## src/rtl/tc_core_pkg.sv

```systemverilog
`timescale 1ns/1ps
package tc_core_pkg;

    localparam int DATA_W = 16;
    localparam int ADDR_W = 12;
    localparam int OPC_W  = 4;
    localparam int PAD_W  = DATA_W - ADDR_W;

    typedef logic [DATA_W-1:0] word_t;
    typedef logic [ADDR_W-1:0] addr_t;
    typedef logic [OPC_W-1:0]  opc_t;

    typedef enum logic [OPC_W-1:0] {
        OP_LOAD  = 4'd0,
        OP_STORE = 4'd1,
        OP_ADD   = 4'd2,
        OP_SUB   = 4'd3,
        OP_JUMP  = 4'd4,
        OP_JGE   = 4'd5,
        OP_JNZ   = 4'd6,
        OP_STOP  = 4'd7
    } opcode_e;

    typedef struct packed {
        opc_t  opc;
        addr_t operand;
    } instr_t;

    typedef enum logic [1:0] {
        ST_BOOT,
        ST_EXEC,
        ST_FETCH,
        ST_HALT
    } state_e;

    typedef enum logic [1:0] {
        ALU_PASS,
        ALU_ADD,
        ALU_SUB,
        ALU_INC
    } alu_op_e;

    typedef enum logic [1:0] {
        ASRC_PC,
        ASRC_IR,
        ASRC_VEC
    } addr_src_e;

    // Datapath steering produced by the sequencer each cycle
    typedef struct packed {
        addr_src_e addr_src;
        logic      opnd_is_addr;
        alu_op_e   alu_op;
        logic      acc_en;
        logic      pc_en;
        logic      ir_en;
    } ctrl_t;

    function automatic instr_t split_instr(word_t w);
        return instr_t'(w);
    endfunction

    function automatic logic is_jump(opc_t opc);
        return (opc == OP_JUMP) || (opc == OP_JGE) || (opc == OP_JNZ);
    endfunction

    function automatic logic jump_taken(opc_t opc, logic acc_zero, logic acc_neg);
        logic t;
        t = 1'b0;
        if (opc == OP_JUMP) t = 1'b1;
        if (opc == OP_JGE)  t = ~acc_neg;
        if (opc == OP_JNZ)  t = ~acc_zero;
        return t;
    endfunction

    function automatic alu_op_e alu_for(opc_t opc);
        alu_op_e r;
        case (opc)
            OP_ADD:  r = ALU_ADD;
            OP_SUB:  r = ALU_SUB;
            default: r = ALU_PASS;
        endcase
        return r;
    endfunction

endpackage

```

## src/rtl/tc_alu.sv

```systemverilog
`timescale 1ns/1ps
module tc_alu
    import tc_core_pkg::*;
(
    input  alu_op_e op,
    input  word_t   a,
    input  word_t   b,
    output word_t   y
);

    always_comb begin
        unique case (op)
            ALU_PASS: y = b;
            ALU_ADD:  y = a + b;
            ALU_SUB:  y = a - b;
            ALU_INC:  y = a + word_t'(1);
            default:  y = b;
        endcase
    end

endmodule

```

## src/rtl/tc_ctrl.sv

```systemverilog
`timescale 1ns/1ps
module tc_ctrl
    import tc_core_pkg::*;
(
    input  logic   clk,
    input  logic   rst,
    input  opc_t   opc,
    input  logic   acc_zero,
    input  logic   acc_neg,
    output ctrl_t  ctl,
    output logic   mem_req,
    output logic   mem_rd
);

    state_e    state_q;
    state_e    state_d;
    logic      do_fetch;
    addr_src_e fetch_src;

    always_comb begin
        state_d          = state_q;
        do_fetch         = 1'b0;
        fetch_src        = ASRC_PC;
        mem_req          = 1'b0;
        mem_rd           = 1'b1;
        ctl.addr_src     = ASRC_PC;
        ctl.opnd_is_addr = 1'b0;
        ctl.alu_op       = ALU_PASS;
        ctl.acc_en       = 1'b0;
        ctl.pc_en        = 1'b0;
        ctl.ir_en        = 1'b0;

        unique case (state_q)
            ST_BOOT: begin
                do_fetch  = 1'b1;
                fetch_src = ASRC_VEC;
                state_d   = ST_EXEC;
            end
            ST_FETCH: begin
                do_fetch  = 1'b1;
                fetch_src = ASRC_PC;
                state_d   = ST_EXEC;
            end
            ST_EXEC: begin
                if (opc == OP_LOAD || opc == OP_ADD || opc == OP_SUB) begin
                    mem_req      = 1'b1;
                    mem_rd       = 1'b1;
                    ctl.addr_src = ASRC_IR;
                    ctl.alu_op   = alu_for(opc);
                    ctl.acc_en   = 1'b1;
                    state_d      = ST_FETCH;
                end else if (opc == OP_STORE) begin
                    mem_req      = 1'b1;
                    mem_rd       = 1'b0;
                    ctl.addr_src = ASRC_IR;
                    state_d      = ST_FETCH;
                end else if (is_jump(opc)) begin
                    do_fetch  = 1'b1;
                    fetch_src = jump_taken(opc, acc_zero, acc_neg) ? ASRC_IR : ASRC_PC;
                    state_d   = ST_EXEC;
                end else begin
                    state_d = ST_HALT;
                end
            end
            ST_HALT: begin
                state_d = ST_HALT;
            end
            default: begin
                state_d = ST_HALT;
            end
        endcase

        // Shared fetch: read next word, ALU forms address + 1 for the PC
        if (do_fetch) begin
            mem_req          = 1'b1;
            mem_rd           = 1'b1;
            ctl.addr_src     = fetch_src;
            ctl.opnd_is_addr = 1'b1;
            ctl.alu_op       = ALU_INC;
            ctl.pc_en        = 1'b1;
            ctl.ir_en        = 1'b1;
        end
    end

    always_ff @(negedge clk) begin
        if (rst) state_q <= ST_BOOT;
        else     state_q <= state_d;
    end

endmodule

```

## src/rtl/tc_datapath.sv

```systemverilog
`timescale 1ns/1ps
module tc_datapath
    import tc_core_pkg::*;
#(
    parameter addr_t RESET_VEC = '0
)(
    input  logic  clk,
    input  logic  rst,
    input  ctrl_t ctl,
    input  word_t mem_rdata,
    output addr_t mem_addr,
    output word_t mem_wdata,
    output logic  acc_zero,
    output logic  acc_neg,
    output opc_t  opc,
    output addr_t ir_addr,
    output addr_t pc_val
);

    word_t  acc_q;
    word_t  ir_q;
    addr_t  pc_q;
    word_t  alu_a;
    word_t  alu_y;
    instr_t ir_f;

    assign ir_f = split_instr(ir_q);

    always_comb begin
        unique case (ctl.addr_src)
            ASRC_PC:  mem_addr = pc_q;
            ASRC_IR:  mem_addr = ir_f.operand;
            default:  mem_addr = RESET_VEC;
        endcase
    end

    assign alu_a = ctl.opnd_is_addr ? {{PAD_W{1'b0}}, mem_addr} : acc_q;

    tc_alu u_alu (
        .op (ctl.alu_op),
        .a  (alu_a),
        .b  (mem_rdata),
        .y  (alu_y)
    );

    always_ff @(negedge clk) begin
        if (rst) begin
            acc_q <= '0;
            pc_q  <= RESET_VEC;
            ir_q  <= '0;
        end else begin
            if (ctl.acc_en) acc_q <= alu_y;
            if (ctl.pc_en)  pc_q  <= alu_y[ADDR_W-1:0];
            if (ctl.ir_en)  ir_q  <= mem_rdata;
        end
    end

    assign mem_wdata = acc_q;
    assign acc_zero  = (acc_q == '0);
    assign acc_neg   = acc_q[DATA_W-1];
    assign opc       = ir_f.opc;
    assign ir_addr   = ir_f.operand;
    assign pc_val    = pc_q;

endmodule

```

## src/rtl/tc_accum_core.sv

```systemverilog
`timescale 1ns/1ps
module tc_accum_core
    import tc_core_pkg::*;
#(
    parameter logic [11:0] RESET_VEC = 12'h000
)(
    input  logic        clk,
    input  logic        rst,
    output logic [11:0] mem_addr,
    input  logic [15:0] mem_rdata,
    output logic [15:0] mem_wdata,
    output logic        mem_req,
    output logic        mem_rd
);

    ctrl_t ctl;
    opc_t  opc;
    logic  acc_zero;
    logic  acc_neg;
    addr_t ir_addr;
    addr_t pc_val;
    logic  ir_load;

    tc_ctrl u_ctrl (
        .clk      (clk),
        .rst      (rst),
        .opc      (opc),
        .acc_zero (acc_zero),
        .acc_neg  (acc_neg),
        .ctl      (ctl),
        .mem_req  (mem_req),
        .mem_rd   (mem_rd)
    );

    tc_datapath #(.RESET_VEC(RESET_VEC)) u_dp (
        .clk       (clk),
        .rst       (rst),
        .ctl       (ctl),
        .mem_rdata (mem_rdata),
        .mem_addr  (mem_addr),
        .mem_wdata (mem_wdata),
        .acc_zero  (acc_zero),
        .acc_neg   (acc_neg),
        .opc       (opc),
        .ir_addr   (ir_addr),
        .pc_val    (pc_val)
    );

    assign ir_load = ctl.ir_en;

endmodule

```

## config.mk

```make
export PLATFORM = sky130hd
export DESIGN_NAME = tc_accum_core
export DESIGN_NICKNAME = d
export VERILOG_FILES = /design/src/rtl/tc_core_pkg.sv /design/src/rtl/tc_alu.sv /design/src/rtl/tc_ctrl.sv /design/src/rtl/tc_datapath.sv /design/src/rtl/tc_accum_core.sv
export SDC_FILE = /design/constraint.sdc
export NUM_CORES = 1
export LEC_CHECK = 0
export CORE_MARGIN = 3
export CORE_UTILIZATION = 55
export CTS_BUF_LIST = sky130_fd_sc_hd__clkbuf_8
export CTS_CLUSTER_SIZE = 14
export DETAILED_ROUTE_END_ITERATION = 6
export PLACE_DENSITY = 0.86
export SLEW_MARGIN = 10
export SYNTH_ARGS = -nofsm -noshare
export SYNTH_HDL_FRONTEND = slang
export SYNTH_SLANG_ARGS = --single-unit
```

## constraint.sdc

```tcl
create_clock -name clk -period 8.8 [get_ports clk]
set_input_delay 0.88 -clock clk [delete_from_list [all_inputs] [get_ports clk]]
set_output_delay 0.88 -clock clk [all_outputs]
set_load 0.05 [all_outputs]
```

== After elaboration in Yosys (flattened, before gate mapping) ==
Index checks and enable logic that the tools add are counted.

* Memories kept: 0
* Latch bits: 0
* Bits in read-only memories: 0
* Logic and storage cells: 71
* Flip-flop bits (word level): 46
* Bits in writable memories: 0

* Divide/modulo/power cells: 0
* Mux-type cells: 39
* Equal/unequal tests: 13
* Magnitude comparators: 0
* Shift operators: 0
* Multiply operators: 0
* Bitwise logic cells: 2
* Add/sub/neg operators: 3
* Reductions and logical operators: 10

{| class="wikitable"
|+ Operator list
! cell !! number
|-
| 16-bit case mux with 4 select lines || 1
|-
| 12-bit case mux with 2 select lines || 1
|-
| 1-bit two-way mux || 20
|-
| 2-bit two-way mux || 9
|-
| 16-bit by 1-bit adder with 16-bit output, second input constant || 1
|-
| 16-bit adder || 1
|-
| 16-bit logical NOT || 1
|-
| 16-bit two-way mux || 1
|-
| 16-bit subtractor || 1
|-
| 4-bit by 3-bit equality test with 1-bit output, second input constant || 3
|-
| 2-bit equality test, second input constant || 4
|-
| 4-bit by 2-bit equality test with 1-bit output, second input constant || 2
|-
| 2-bit case mux with 2 select lines || 2
|-
| 2-bit by 1-bit equality test with 1-bit output, second input constant || 3
|-
| 2-bit logical NOT || 3
|-
| 3-bit two-way mux || 2
|-
| 2-bit case mux with 3 select lines || 1
|-
| 5-bit two-way mux || 1
|-
| 4-bit by 1-bit equality test with 1-bit output, second input constant || 1
|-
| 4-bit logical NOT || 1
|-
| 1-bit logical OR || 4
|-
| 1-bit inverter || 2
|-
| 1-bit case mux with 2 select lines || 1
|-
| 2-bit OR reduction || 1
|}

== Longest topological paths before layout ==
* Depth after elaboration: 19
* Gate-level depth with buffers: 16
* Depth with buffers taken out: 15

== By module ==
A second synthesis with hierarchy kept.

* Cell total of the unflattened synthesis: 462
* Area total of the unflattened synthesis: 3638.5 µm²

{| class="wikitable"
|+ Modules (own cells, without submodules)
! module !! sequential area each (µm²) !! area an instance (µm²) !! cells an instance !! times used
|-
| tc_datapath || 880.8 || 1945.6 || 206 || 1
|-
| tc_alu || 0.0 || 1492.7 || 228 || 1
|-
| tc_ctrl || 40.0 || 200.2 || 28 || 1
|}

==> run summary <==
Status -> finished clean
Total count of hold-check failures in the final report -> 0
Die height -> 85.3 um
Largest net degree at the start of global routing -> 62
Number of design-rule violations left by the first detailed-router iteration -> 253
Core region area -> 5990 sq um
Count of buffers added by post-CTS timing repair for setup -> 0
CTS Root Cell -> sky130_fd_sc_hd__clkbuf_8
Starting density of the core -> 57.7%
Distinct cell type count after synthesis -> 61
Crit. End Element -> primary output
Largest buffer count on any clock path -> 2
Static leakage power -> 0.00198 uW
Number of synthesized flops with an enable pin -> 0
Layout cells sized above 1 -> 7.49%
Classification of the worst-slack hold path -> reg -> reg
Net count after synthesis -> 508
Synthesis-to-finish area growth -> 23.7%
VDD IR max -> 0.114 mV
Top cells by area, synth -> sky130_fd_sc_hd__dfxtp_1, sky130_fd_sc_hd__nor2_1, sky130_fd_sc_hd__nand2_1, sky130_fd_sc_hd__ha_1, sky130_fd_sc_hd__mux2i_1
Vias per cell -> 5.86
Final #Nets -> 595
Total Wirelength -> 9830 um
Area fraction of the dominant cell type after synthesis -> 26.6%
Flops & latches, synth -> 46
Routed length per instance -> 15.5 um
Clock transition at path regs -> 0.04 ns
Unrepaired setup endpoints after global routing -> no
Routability-driven placement congestion ratio -> 0.983
Number of resized instances in the post-cts repair step -> 0
Worst endpoint data arrival time -> 7.62 ns
Via count of the first global-routing pass -> 3559
Average cell area after synthesis -> 7.31 sq um
Number of instances in the synthesized netlist -> 473
Detailed Place HPWL -> 6680 um
Most common cell after layout, fill and taps aside -> sky130_fd_sc_hd__nor2_1
Total power divided by cell area -> 187 nW/um^2
Number of buffers added by the clock tree synthesis step -> 5
Antenna violations before repair -> 0
Remaining max-slew budget at the tightest pin -> 43.8%
Final standard cell count with taps included and fillers excluded -> 636
DR pass1 iterations -> 5
Number of diodes -> 0
Number of remaining DRC errors -> 0
Max Slew Vio Count -> 0
Floorplan row count -> 28
Path type of the worst setup path -> reg -> out
Utilization of the core after routing -> 71.4%
CP Data Required Time -> 7.92 ns
Global-route usage over all layers -> 26.7%
Number of buffers inserted for hold repair after clock tree synthesis -> 0
Die X-Extent -> 85.3 um
Worst Tran Pin Value -> 0.842 ns
Skew final -> 0.0204 ns
Most frequent cells in the layout -> sky130_fd_sc_hd__nor2_1, sky130_fd_sc_hd__inv_1, sky130_fd_sc_hd__nand2_1, sky130_fd_sc_hd__clkdlybuf4s50_1, sky130_fd_sc_hd__dfxtp_1
First-pass GRT wire length -> 16000 um
Total via count after detailed routing -> 3729
Overflow left after global routing -> 0
CTS tree -> done
Final-report setup violation count -> 0
Die area -> 7280 sq um
Share of the yosys chip area belonging to registers -> 26.6%
Cell area after technology mapping -> 3460 sq um
# port buffers -> 47
Synth warn -> 0
Remaining number of nets flagged by the antenna check after routing -> 0
MaxCap Viol Count -> 0
Most instantiated flip-flop cell in the synthesis netlist -> sky130_fd_sc_hd__dfxtp_1
Clock sinks -> 46
Placed instance count -> 583
Kind of start point of the critical path -> flop
Maximum level of the CTS H-tree -> 2
Share of synthesized registers carrying an async set or reset -> 0%
Clock latency at the later pin of the worst-skew pair -> 0.37 ns
Largest area contributor in the synthesized netlist -> sky130_fd_sc_hd__dfxtp_1
IO Count -> 48
Critical Path Fanout Max -> 12
==> cell families after synthesis <==
group | synth area share [%]
muxes | 5.82
and+or+nand+nor | 27.7
DFF | 26.6
adders and majority gates | 6.37
xor gates and xnor gates | 5.32
buffers and inverters | 6.40
AOI/OAI and AO/OA | 21.8
==> metal layers <==
metal	vias up	share of wire [%]	GRT usage (%)
met3	18	6.9	7.09
met2	144	48	44.1
met1	1756	43	33.0
li1	1811	-	-
met5	-	0	0
met4	0	1.8	10.9
==> Yosys cell counts (8+ instances only) <==
| cell | n |
|---|---|
| sky130_fd_sc_hd__nor2_1 | 85 |
| sky130_fd_sc_hd__nand2_1 | 66 |
| sky130_fd_sc_hd__dfxtp_1 | 46 |
| sky130_fd_sc_hd__a21oi_1 | 32 |
| sky130_fd_sc_hd__inv_1 | 20 |
| sky130_fd_sc_hd__mux2i_1 | 19 |
| sky130_fd_sc_hd__a211oi_1 | 17 |
| sky130_fd_sc_hd__clkbuf_1 | 16 |
| sky130_fd_sc_hd__ha_1 | 16 |
| sky130_fd_sc_hd__o21ai_0 | 14 |
| sky130_fd_sc_hd__xor2_1 | 11 |
| sky130_fd_sc_hd__xnor2_1 | 10 |
| sky130_fd_sc_hd__nand3_1 | 9 |
| sky130_fd_sc_hd__a21o_1 | 8 |
==> worst paths after layout <==
| path | from | to | slack [ns] | depth (start not counted) |
|---|---|---|---|---|
| min | u_dp.ir_f[9]$_SDFFE_NP0N_ | u_dp.ir_f[9]$_SDFFE_NP0N_ | 0.45 | 2 |
| max reg2reg | u_dp.mem_wdata[3]$_SDFFE_NP0P_ | u_dp.mem_wdata[10]$_SDFFE_NP0P_ | 4.52 | 14 |
| min reg2reg | u_dp.ir_f[9]$_SDFFE_NP0N_ | u_dp.ir_f[9]$_SDFFE_NP0N_ | 0.45 | 2 |
| max | u_dp.mem_wdata[3]$_SDFFE_NP0P_ | mem_addr[11] | 0.30 | 6 |
==> report_power, final <==
| group | total (uW) | leakage [uW] | internal [uW] | switching [uW] |
|---|---|---|---|---|
| sequential | 256 | 0.000380 | 234 | 22.1 |
| clock | 210 | 0.000296 | 81.7 | 128 |
| combinational | 333 | 0.00131 | 125 | 208 |
==> state kept, by name, indices dropped and copies added, names as in the netlist <==
register	flops
u_dp.ir_f	16
u_dp.mem_wdata	16
u_dp.pc_val	12
u_ctrl.state_q	2
==> cell type report <==
cell class              count  area (sq um)
clock buffers               5          68.8
clock inverters            49           186
fillers                   498          1710
inverters                  19          71.3
multi-input cells         378          2340
flip-flops and latches     46           921
well taps                  75          93.8
repair buffers             64           598
==> critical path, cell delays in order (launching register included) <==
cell                              delay [ns]
sky130_fd_sc_hd__dfxtp_1                0.33
sky130_fd_sc_hd__nor4_1                 0.56
sky130_fd_sc_hd__a41oi_1                0.20
sky130_fd_sc_hd__o211ai_1               0.21
sky130_fd_sc_hd__buf_4                  0.31
sky130_fd_sc_hd__mux2i_1                0.36
sky130_fd_sc_hd__clkdlybuf4s50_1        0.87
==> metrics by stage <==
stage                     power, uW  TNS (ns)  hold WS (ns)  area [sq um]  worst slack (ns)
final                           800         0         0.446          4280             0.303
after global routing            858         0         0.471          4280             0.121
after CTS                       806         0         0.450          4280             0.346
after detailed placement        619  -0.00853         0.445          4030          -0.00853
after global placement          613         0         0.438          4030            0.0515
after floorplan                 525         0         0.432          3460             0.641
(Power assumes the default switching activity.)
